<file path="config.mk">
export PLATFORM = sky130hd
export DESIGN_NAME = opdispatch_fsm
export DESIGN_NICKNAME = d
export VERILOG_FILES = /design/src/rtl/opd_pkg.sv /design/src/rtl/opd_decode.sv /design/src/rtl/opd_lead.sv /design/src/rtl/opd_tail.sv /design/src/rtl/opdispatch_fsm.sv
export SDC_FILE = /design/constraint.sdc
export NUM_CORES = 1
export LEC_CHECK = 0
export BUFFER_PORTS_ARGS = -buffer_cell sky130_fd_sc_hd__buf_2
export CORE_ASPECT_RATIO = 1.75
export CORE_MARGIN = 2
export CORE_UTILIZATION = 35
export CTS_BUF_LIST = sky130_fd_sc_hd__clkbuf_2
export CTS_CLUSTER_DIAMETER = 40
export CTS_CLUSTER_SIZE = 24
export DETAILED_ROUTE_END_ITERATION = 10
export GPL_TIMING_DRIVEN = 0
export RECOVER_POWER = 50
export SYNTH_ARGS = -nofsm -noshare
export SYNTH_HDL_FRONTEND = slang
export SYNTH_HIERARCHICAL = 1
export SYNTH_SLANG_ARGS = --single-unit
</file>
<file path="constraint.sdc">
create_clock -name clk -period 3.4 [get_ports clk]
set_input_delay 0.85 -clock clk [delete_from_list [all_inputs] [get_ports clk]]
set_output_delay 0.85 -clock clk [all_outputs]
set_load 0.005 [all_outputs]
</file>
<file path="src/rtl/opd_pkg.sv">
package opd_pkg;
  localparam int OPW    = 8;
  localparam int LEAD_N = 12;
  localparam int TAIL_N = 18;
  localparam int TAIL_W = $clog2(TAIL_N);

  // lead flop positions
  localparam int L_SYNC = 0;
  localparam int L_IMM  = 1;
  localparam int L_ZP   = 2;
  localparam int L_ZPX  = 3;
  localparam int L_ABS  = 4;
  localparam int L_ABX  = 5;
  localparam int L_IDX  = 6;
  localparam int L_IDY  = 7;
  localparam int L_IND  = 8;
  localparam int L_BRA  = 9;
  localparam int L_JMP  = 10;
  localparam int L_STK  = 11;

  typedef logic [TAIL_W-1:0] tail_t;
  localparam tail_t T_NONE = tail_t'(0);
  localparam tail_t T_ZPX1 = tail_t'(1);
  localparam tail_t T_ABS1 = tail_t'(2);
  localparam tail_t T_ABX1 = tail_t'(3);
  localparam tail_t T_ABX2 = tail_t'(4);
  localparam tail_t T_IDX1 = tail_t'(5);
  localparam tail_t T_IDX2 = tail_t'(6);
  localparam tail_t T_IDX3 = tail_t'(7);
  localparam tail_t T_IDY1 = tail_t'(8);
  localparam tail_t T_IDY2 = tail_t'(9);
  localparam tail_t T_IDY3 = tail_t'(10);
  localparam tail_t T_IND1 = tail_t'(11);
  localparam tail_t T_IND2 = tail_t'(12);
  localparam tail_t T_BRA1 = tail_t'(13);
  localparam tail_t T_JMP1 = tail_t'(14);
  localparam tail_t T_STK1 = tail_t'(15);
  localparam tail_t T_STK2 = tail_t'(16);
  localparam tail_t T_DATA = tail_t'(17);
endpackage

</file>
<file path="src/rtl/opd_decode.sv">
module opd_decode
  import opd_pkg::*;
(
  input  logic [OPW-1:0]    op,
  output logic [LEAD_N-1:0] sel
);
  logic jmp, stk, bra, imm, idx, idy, ind, zp, zpx, absm, abx;

  always_comb begin
    jmp  = (op == 8'h20) || (op == 8'h4C) || (op == 8'h6C) || (op == 8'h7C);
    stk  = (!op[7] && op[4:0] == 5'b00000 && op != 8'h20)
         || (!op[7] && op[4:0] == 5'b01000)
         || (op[6] && op[4] && op[3:0] == 4'hA);
    bra  = (op[4:0] == 5'b10000) || (op == 8'h80);
    // immediate operand: three opcode families
    imm  = (op[7:2] == 6'b101000 && !op[0])
         || (op[7:6] == 2'b11 && !op[4] && op[3:2] == 2'b00 && !op[0])
         || (op[4:0] == 5'b01001);
    idx  = (op[4:0] == 5'b00001);
    idy  = (op[4:0] == 5'b10001);
    ind  = (op[4:0] == 5'b10010);
    zp   = (op[4:2] == 3'b001);
    zpx  = (op[4:2] == 3'b101);
    absm = (op[4:2] == 3'b011) && !jmp;
    abx  = ((op[4:2] == 3'b111) && !jmp) || (op[4:0] == 5'b11001);

    sel         = '0;
    sel[L_JMP]  = jmp;
    sel[L_STK]  = stk;
    sel[L_BRA]  = bra;
    sel[L_IMM]  = imm;
    sel[L_IDX]  = idx;
    sel[L_IDY]  = idy;
    sel[L_IND]  = ind;
    sel[L_ZP]   = zp;
    sel[L_ZPX]  = zpx;
    sel[L_ABS]  = absm;
    sel[L_ABX]  = abx;
    sel[L_SYNC] = !(jmp | stk | bra | imm | idx | idy | ind | zp | zpx | absm | abx);
  end
endmodule

</file>
<file path="src/rtl/opd_lead.sv">
module opd_lead
  import opd_pkg::*;
(
  input  logic              clk,
  input  logic              rst,
  input  logic              rdy,
  input  logic [LEAD_N-1:0] sel,
  input  logic              done,
  output logic [LEAD_N-1:0] q
);
  localparam logic [LEAD_N-1:0] RST_VAL = LEAD_N'(1) << L_SYNC;

  logic [LEAD_N-1:0] nxt;

  // one flop per fetch successor; only the fetch flop also sees sequence end
  for (genvar i = 0; i < LEAD_N; i++) begin : g_bit
    if (i == L_SYNC) begin : g_sync
      assign nxt[i] = q[L_SYNC] ? sel[i] : done;
    end else begin : g_succ
      assign nxt[i] = q[L_SYNC] & sel[i];
    end
  end

  always_ff @(posedge clk) begin
    if (rst)      q <= RST_VAL;
    else if (rdy) q <= nxt;
  end

  assert_lead_hold_R8: assert property (@(posedge clk) disable iff (rst)
    !rdy |=> $stable(q));

  assert_imm_from_sync_R3: assert property (@(posedge clk) disable iff (rst)
    $rose(q[L_IMM]) |-> $past(q[L_SYNC]));
endmodule

</file>
<file path="src/rtl/opd_tail.sv">
module opd_tail
  import opd_pkg::*;
(
  input  logic              clk,
  input  logic              rst,
  input  logic              rdy,
  input  logic [LEAD_N-1:0] lead,
  output tail_t             q,
  output logic              done
);
  function automatic tail_t entry_code(int idx);
    case (idx)
      L_ZP:    return T_DATA;
      L_ZPX:   return T_ZPX1;
      L_ABS:   return T_ABS1;
      L_ABX:   return T_ABX1;
      L_IDX:   return T_IDX1;
      L_IDY:   return T_IDY1;
      L_IND:   return T_IND1;
      L_BRA:   return T_BRA1;
      L_JMP:   return T_JMP1;
      L_STK:   return T_STK1;
      default: return T_NONE;
    endcase
  endfunction

  function automatic tail_t step_code(tail_t c);
    case (c)
      T_ZPX1, T_ABS1, T_ABX2, T_IDX3, T_IDY3, T_IND2: return T_DATA;
      T_ABX1:  return T_ABX2;
      T_IDX1:  return T_IDX2;
      T_IDX2:  return T_IDX3;
      T_IDY1:  return T_IDY2;
      T_IDY2:  return T_IDY3;
      T_IND1:  return T_IND2;
      T_STK1:  return T_STK2;
      default: return T_NONE;
    endcase
  endfunction

  tail_t nxt, entry, stepped;

  always_comb begin
    entry = T_NONE;
    for (int i = 1; i < LEAD_N; i++)
      if (lead[i]) entry = entry | entry_code(i);
    stepped = step_code(q);
    if (lead[L_SYNC])  nxt = T_NONE;
    else if (|lead)    nxt = entry;
    else               nxt = stepped;
    done = lead[L_IMM] | ((q != T_NONE) && (stepped == T_NONE));
  end

  always_ff @(posedge clk) begin
    if (rst)      q <= T_NONE;
    else if (rdy) q <= nxt;
  end

  assert_tail_legal_R7: assert property (@(posedge clk) disable iff (rst)
    q < tail_t'(TAIL_N));

  assert_tail_hold_R8: assert property (@(posedge clk) disable iff (rst)
    !rdy |=> $stable(q));
endmodule

</file>
<file path="src/rtl/opdispatch_fsm.sv">
module opdispatch_fsm
  import opd_pkg::*;
(
  input  logic              clk,
  input  logic              rst,
  input  logic              rdy_i,
  input  logic [OPW-1:0]    bus_i,
  output logic [LEAD_N-1:0] lead_o,
  output logic [TAIL_W-1:0] tail_o,
  output logic              sync_o
);
  logic [LEAD_N-1:0] sel;
  logic [LEAD_N-1:0] lead_q;
  tail_t             tail_q;
  logic              done;

  opd_decode u_decode (.op(bus_i), .sel(sel));

  assert_decode_onehot_R4: assert property (@(posedge clk) disable iff (rst)
    lead_q[L_SYNC] |-> $onehot(sel));

  opd_lead u_lead (
    .clk(clk), .rst(rst), .rdy(rdy_i), .sel(sel), .done(done), .q(lead_q)
  );

  opd_tail u_tail (
    .clk(clk), .rst(rst), .rdy(rdy_i), .lead(lead_q), .q(tail_q), .done(done)
  );

  assign lead_o = lead_q;
  assign tail_o = tail_q;
  assign sync_o = lead_q[L_SYNC];

  assert_one_state_R2: assert property (@(posedge clk) disable iff (rst)
    ($countones(lead_q) + ((tail_q != T_NONE) ? 1 : 0)) == 1);

  assert_data_returns_R9: assert property (@(posedge clk) disable iff (rst)
    (tail_q == T_DATA && rdy_i) |=> (lead_q[L_SYNC] && tail_q == T_NONE));

  assert_reset_state_R1: assert property (@(posedge clk)
    ($past(rst) && !rst) |-> (lead_q == (LEAD_N'(1) << L_SYNC) && tail_q == T_NONE));
endmodule

</file>
## Word level (Yosys, flattened, before mapping)

Memories as Yosys holds them, arrays and structs flattened. A register that Yosys moved wholly into a read port is not among the register bits.
Index checks and enable logic that the tools add are counted.

| word-level totals | value |
|---|---|
| word-level logic and storage cells | 110 |
| input port bits | 11 |
| bits in read-only memories | 80 |
| memories | 1 |
| register bits after elaboration | 17 |
| output and inout bits | 18 |

Memory list:

| memory | words | width | rd ports | clocked after Yosys merged registers in | wr ports | line | RTL |
|---|---|---|---|---|---|---|---|
| (no name shown) | 16 | 5 | 1 | 1 | 0 | opd_tail.sv:28 | `case (c)` |

| cells by class | value |
|---|---|
| mux-type cells | 25 |
| bitwise operators | 31 |
| reductions and logical operators | 31 |
| equal/unequal tests | 20 |

Operators with widths:

| cell | count |
|---|---|
| 5-bit two-way mux | 22 |
| 5-bit OR | 9 |
| 8-bit by 7-bit equality test with 1-bit output, second input constant | 3 |
| 5-bit equality test, second input constant | 4 |
| 1-bit logical AND | 12 |
| 12-bit OR reduction | 1 |
| 1-bit AND | 11 |
| 1-bit OR | 11 |
| 5-bit by 4-bit equality test with 1-bit output, second input constant | 2 |
| 5-bit zero test | 2 |
| 1-bit logical OR | 9 |
| 8-bit by 6-bit equality test with 1-bit output, second input constant | 1 |
| 8-bit equality test, second input constant | 1 |
| 4-bit two-way mux | 2 |
| 8-bit by 6-bit != test with 1-bit output, second input constant | 1 |
| 3-bit equality test, second input constant | 2 |
| 6-bit equality test, second input constant | 1 |
| 5-bit by 1-bit equality test with 1-bit output, second input constant | 1 |
| 1-bit zero test | 5 |
| 5-bit nonzero test | 1 |
| 4-bit equality test, second input constant | 1 |
| 3-bit by 1-bit equality test with 1-bit output, second input constant | 1 |
| 3-bit by 2-bit equality test with 1-bit output, second input constant | 1 |
| 2-bit equality test, second input constant | 1 |
| 2 further kinds | 2 |

## Logic depth before layout (Yosys ltp)

Gate-level depths: netlist of run 1.

| depth | value |
|---|---|
| depth in word-level cells | 23 |
| mapped depth | 9 |
| mapped depth without buffers | 9 |

## Cells and area by module

Netlist of run 1, hierarchy kept.

By module, submodules not included:

| module | seq. area each (um^2) | instances | cells each | area each (um^2) |
|---|---|---|---|---|
| opd_tail | 200.2 | 1 | 72 | 638.1 |
| opd_lead | 240.2 | 1 | 52 | 464.2 |
| opd_decode | 0.0 | 1 | 53 | 335.3 |
| opdispatch_fsm | 0.0 | 1 | 1 | 7.5 |

## Worst setup path before layout of run 1

No wires, ideal clock.

| timing | value |
|---|---|
| path kind | flip-flop to flip-flop |
| from | register u_lead.q[9] |
| to | register (tool-made name) |
| buffers on the path | 0 |
| period minus slack after synthesis | 2,586 ps |
| library setup time | 82 ps |
| stages on the path, launching flop included | 9 |
| setup slack | 814 ps |
| required time | 3,318 ps |
| data arrival time | 2,504 ps |
| path through | dfxtp_1 -> or4_4 -> nor4_2 -> a211oi_1 -> o2bb2ai_1 -> nand2_1 -> ha_1 -> or4b_1 -> o2111ai_1 |

RTL lines:

| element | line | RTL |
|---|---|---|
| from (decl) | opd_lead.sv:9 | `output logic [LEAD_N-1:0] q` |
| from (signal assigned) | opd_lead.sv:26 | `else if (rdy) q <= nxt;` |

==> flow_summary.ini, run 1 <==
[floorplan]
initial_core_util_pct = 37.02
chipHeight_um = 89.01
die_w_um = 52.58
core-area_mm2 = 0.003904
fp-row-count = 30
die_area_mm2 = 0.004679
pin_count = 29

[synthesis]
netlist.area_leader.share_pct = 30.48
ys_warn_count = 6
synth_top_flop_cell = dfxtp_1
synth.largest_area_cell = dfxtp_1
ys_seq_area_share_pct = 30.48
synth_common_cells = 22 x dfxtp_1, 15 x buf_4, 14 x a21oi_1, 14 x nor2_1, 13 x nand2b_1
avgSynthCellArea_um2 = 8.119
synth_area_mm2 = 0.001445
synth_edf_count = 0
synth_cell_types = 43
netlist_instances = 178
ys_top_cells_by_area = dfxtp_1 30%, buf_4 7.8%, nand2b_1 5.6%
ys_async_sr_fraction_pct = 0
ys_ff_latch = 22
synth.most_common_cell = dfxtp_1
syn_nets = 194

[critical_path]
cp_slowest_cell = or4_4
crit_chain = or4_4, nor4_2, a211oi_1, o2bb2ai_1, nand2_1, ha_1, or4b_1, o2111ai_1
crit_required_ns = 3.63
end_kind = flip-flop
r2r-start = u_lead/q[9]$_SDFFE_PP0P_
path_class = flip-flop to flip-flop
startpoint = u_lead/q[9]$_SDFFE_PP0P_
path_max_fanout = 6
crit_arrival_ns = 3.36
r2r_setup_slack_ns = 0.27
max_stage_delay_ns = 0.56
cp-start-kind = flip-flop

[cells_and_area]
final_nets = 226
drive_gt1_share_pct = 24.40
post-route-util_pct = 42.31
antennaDiodeCount = 0
area_growth_pct = 14.29

[clock_tree]
insertion_delay_ns = 0.31
cts_buffers = 3
htreeDepth = 1
path_clk_slew_ns = 0.19
cts_hold_buf = 0
cts-root-buf = clkbuf_2
postCtsSetupBuffers = 0
cts_resized = 0
cts_sinks = 22
clock_path_buffers = 2
cts_tree = built

[detailed_routing]
via_per_inst = 5.420
drc = 0
wl_um = 3740
firstDrtPassIters = 4
first_iter_violations = 38
final_antenna_net_count = 0
wl_per_cell_um = 14.55
num_vias = 1393

[sta]
rsz0062_at_grt = false
skew_ns = 0.003958
setup_slack_ns = 0.2681
slew-limit-headroom_pct = 65.73
fin_crit_ns = 3.132
finalSetupViolCount = 0
hold_viol = 0
drv_slew = 0
tightest_slew_ns = 0.5124
fin_crit_sh_pct = 92.12
setup_tns_ns = 0
max_freq_ghz = 0.3193

[power]
leakage_nw = 0.6708
ir_worst_vdd_mv = 0.1213
p_per_area_mw_per_mm2 = 282.9

[hold_path]
hp-start = u_lead/q[3]$_SDFFE_PP0P_
hp-class = flip-flop to flip-flop

[flow_run]
drv_cap = 0

[global_routing]
grt_pass1_wl_um = 5975
grt_max_degree = 13
grt_pass1_vias = 1322
antenna_found_initial = 0
grt.overflow.total = 0
grt_use_total_pct = 16.91

[placed_design]
numPortBuffers = 27
gp_congestion = 0.8074
place_ws_ns = 0.3419
dp.final_hpwl_um = 2936

[outcome]
status = completed
## worst max-delay path: cells and delay by family, from the launching register on
family | cells | cell delay, ns
AOI/OAI and AO/OA | 3 | 0.61
adders and majority gates | 1 | 0.36
DFF | 1 | 0.41
and+or+nand+nor | 4 | 1.66
## through the flow
step           instances  total power [mW]  cell area (um^2)  hold WS [ns]
2_1_floorplan        178            0.3377              1445        0.4694
6_report             257            0.4672              1652        0.5129
4_1_cts              257            0.4741              1659        0.5076
3_3_place_gp         253            0.3722              1640        0.4855
5_1_grt              257            0.4952              1652        0.5534
3_5_place_dp         253            0.3719              1640        0.4830
## final timing paths
check	cells past startpoint	end
max reg2reg	8	flip-flop
max	8	flip-flop
min reg2reg	2	u_lead/q[3]$_SDFFE_PP0P_
min	2	u_lead/q[3]$_SDFFE_PP0P_
## layer usage
metal  track usage, %  wire, um
met5                0         0
met4            8.392       104
met2            32.27      2051
met3            1.672       138
met1            17.61      1445
## cell type report
| class | count | area [um^2] |
|---|---|---|
| buffer | 20 | 135.1 |
| clock buffer | 3 | 15.01 |
| clock inverter | 1 | 3.754 |
| fill | 427 | 2252 |
| inverter | 8 | 30.03 |
| multi-input combinational | 128 | 837.1 |
| sequential | 22 | 440.4 |
| tap | 48 | 60.06 |
| timing repair buffer | 27 | 130.1 |
## cell families (layout without fill, tap and decap cells)
family / Yosys count / after routing / synth area share, %
flops: 22 / 22 / 30.48
mux: 2 / 2 / 1.472
buf+inv: 28 / 59 / 11.60
simple gates: 81 / 81 / 32.99
fa+ha+maj: 5 / 5 / 4.329
compound gates: 40 / 40 / 19.14
## layout by cell type (no fill, tap or decap), types with 5 or more instances in the layout
master	netlist	layout
nand3_1	12	12
nor2_1	14	14
buf_2	5	26
inv_1	8	8
nand2b_1	13	13
a21oi_1	14	14
dfxtp_1	22	22
nor4_1	6	6
buf_4	15	13
ha_1	5	5
nor2b_1	5	5
clkbuf_1	0	6
nand2_1	7	7
## where the power goes
group / switching, mW / leakage [nW] / internal, mW
registers: 0.00855 / 0.178 / 0.264
clock network: 0.0747 / 0.0140 / 0.0256
logic: 0.0533 / 0.479 / 0.0410
total: 0.137 / 0.671 / 0.331
Power figures use the tool's default switching activity.
==> run 2: changes to the inputs <==
--- a/config.mk
+++ b/config.mk
@@ -5,9 +5,10 @@
 export SDC_FILE = /design/constraint.sdc
 export NUM_CORES = 1
 export LEC_CHECK = 0
+export ABC_AREA = 1
 export BUFFER_PORTS_ARGS = -buffer_cell sky130_fd_sc_hd__buf_2
 export CORE_ASPECT_RATIO = 1.75
-export CORE_MARGIN = 2
+export CORE_MARGIN = 3
 export CORE_UTILIZATION = 35
 export CTS_BUF_LIST = sky130_fd_sc_hd__clkbuf_2
 export CTS_CLUSTER_DIAMETER = 40
==> run 2 against run 1 <==
Compared with the run above: sequential cell count did not move; largest power group unchanged; synthesized area rose by 12%; setup slack improved by 0.73 ns; design area rose by 10%; first-iteration DRC count rose by 16%.
==> flow_summary.ini, run 2 <==
[cells_and_area]
drive_gt1_share_pct = 28.52
post-route-util_pct = 40.91
final_area_mm2 = 0.001818
final_nets = 287
area_growth_pct = 12.20
stdcell_count = 321
final_cell_mix = 56 x nand2_1, 32 x nand3_1, 24 x nor2_1
layout.cells.most_common = nand2_1
antennaDiodeCount = 0
n_fill_cell = 503

[synthesis]
muxShareOfSynthArea_pct = 0
synth_area_mm2 = 0.001620
ys_top_cells_by_area = dfxtp_1 27%, nand2_1 13%, nand3_1 9.6%
avgSynthCellArea_um2 = 6.780
synth.largest_area_cell = dfxtp_1
synth_common_cells = 55 x nand2_1, 31 x nand3_1, 22 x dfxtp_1, 22 x inv_1, 21 x nor2_1
synth_cell_types = 32
ys_async_sr_fraction_pct = 0
synth.most_common_cell = nand2_1
synth_edf_count = 0
synth-simple-area-share_pct = 43.86
netlist.area_leader.share_pct = 27.18
ys_ff_latch = 22
synth_compound_area_share_pct = 9.344
ys_seq_area_share_pct = 27.18
synth_top_flop_cell = dfxtp_1
syn_nets = 255
netlist_instances = 239
yosys.area_share.xor_xnor_pct = 0
synthAdderAreaFrac_pct = 3.861
ys_warn_count = 6
synth_top_family_by_area = simple AND/OR/NAND/NOR gates

[placed_design]
placedCellCount = 317
numPortBuffers = 27
dp.final_hpwl_um = 3115
place_ws_ns = 0.8009
gp_congestion = 0.8414
placed_area_mm2 = 0.001819

[floorplan]
chipHeight_um = 96.01
core-area_mm2 = 0.004444
die_area_mm2 = 0.005514
fp-row-count = 32
initial_core_util_pct = 36.46
pin_count = 29
die_w_um = 57.44

[clock_tree]
cts_tree = built
path_clk_slew_ns = 0.20
cts_resized = 0
htreeDepth = 1
postCtsSetupBuffers = 0
cts-root-buf = clkbuf_2
insertion_delay_ns = 0.32
cts_hold_buf = 0
cts_sinks = 22
clock_path_buffers = 2
cts_buffers = 3

[critical_path]
critical_path.most_common_cell = nand2_1
path_max_fanout = 8
critical_path.top_delay_family = simple AND/OR/NAND/NOR gates
path_class = input pin to flip-flop
crit_buf_inv = 4
end_kind = flip-flop
crit_required_ns = 3.69
max_stage_delay_ns = 0.32
crit_chain = clkbuf_1, inv_1, nor2_1, nand3_1, nand2_2, nand2_1, inv_1, ha_1, inv_1, nand2_1, nand2_1, nand2_1, nand2_1
crit_arrival_ns = 2.69
cp-start-kind = input pin
cp_slowest_cell = clkbuf_1

[sta]
hold_viol = 0
drv_slew = 0
skew_ns = 0.004424
setup_slack_ns = 0.9935
finalSetupViolCount = 0
hold_slack_ns = 0.5000
fin_crit_ns = 2.407
tightest_slew_ns = 0.5330
slew-limit-headroom_pct = 64.47
max_freq_ghz = 0.4155
setup_tns_ns = 0
fin_crit_sh_pct = 70.78
rsz0062_at_grt = false

[detailed_routing]
firstDrtPassIters = 4
wl_per_cell_um = 11.67
final_antenna_net_count = 0
first_iter_violations = 44
num_vias = 1528
via_per_inst = 4.760
drc = 0
wl_um = 3745

[flow_run]
drv_cap = 0

[power]
ir_worst_vdd_mv = 0.2133
power_mw = 0.4811
p_per_area_mw_per_mm2 = 264.6
leakage_nw = 0.9497

[hold_path]
hp-class = flip-flop to flip-flop

[global_routing]
grt.overflow.total = 0
antenna_found_initial = 0
grt_pass1_vias = 1464
grt_use_total_pct = 14.76
grt_max_degree = 13
grt_pass1_wl_um = 6396

[outcome]
status = completed
[run 2: cell types whose count changed in the layout (fill, tap and decap cells not counted), moves of 4 or more]
cell,change
nor2_1,+10
nor4_1,-5
inv_1,+14
nor2_2,+5
nand2_4,+5
nand3_1,+20
nand2_2,+8
nand2_1,+49
nor2b_1,-5
nand2b_1,-13
a31oi_1,-4
[run 2: cells by family after synthesis]
logic type | count (synthesis)
compound gates | 23
flops | 22
simple gates | 143
buf+inv | 46
fa+ha+maj | 5
[run 2: final cells by class]
cell class                 instances  area [um^2]  share of cell area, %
tap                               51        63.81                  3.510
inverter                          29        120.1                  6.607
multi-input combinational        171        909.6                  50.03
clock inverter                     1        3.754                 0.2065
timing repair buffer              27        130.1                  7.158
buffer                            17        135.1                  7.433
sequential                        22        440.4                  24.23
clock buffer                       3        15.01                 0.8259
[run 2: metal layers]
metal | GRT usage, % | vias up | wire [um]
met5 | 0 | - | 0
met4 | 7.350 | 0 | 124
met3 | 1.611 | 10 | 116
met2 | 28.49 | 31 | 2062
met1 | 15.17 | 676 | 1443
li1 | - | 811 | -
[run 2: worst min-delay path, cell delays in order, from the launching register on]
cell and delay, ns:
dfxtp_1 0.37, nand2_1 0.06, a21oi_1 0.06
[run 2: path summary, 6_finish.rpt]
check / from / endpoint / slack [ns] / cells after the start
hold / removal: u_tail/q[4]$_SDFFE_PP0P_ / u_tail/q[4]$_SDFFE_PP0P_ / 0.50 / 2
hold reg to reg: u_tail/q[4]$_SDFFE_PP0P_ / u_tail/q[4]$_SDFFE_PP0P_ / 0.50 / 2
setup reg to reg: u_lead/q[5]$_SDFFE_PP0P_ / flip-flop / 1.04 / 14
setup / recovery: rdy_i / flip-flop / 0.99 / 13
[run 2: report_power, final]
group | switching (mW) | leakage, nW | internal (mW)
Clock | 0.0783 | 0.0140 | 0.0256
Combinational | 0.0647 | 0.758 | 0.0422
Sequential | 0.00694 | 0.178 | 0.264
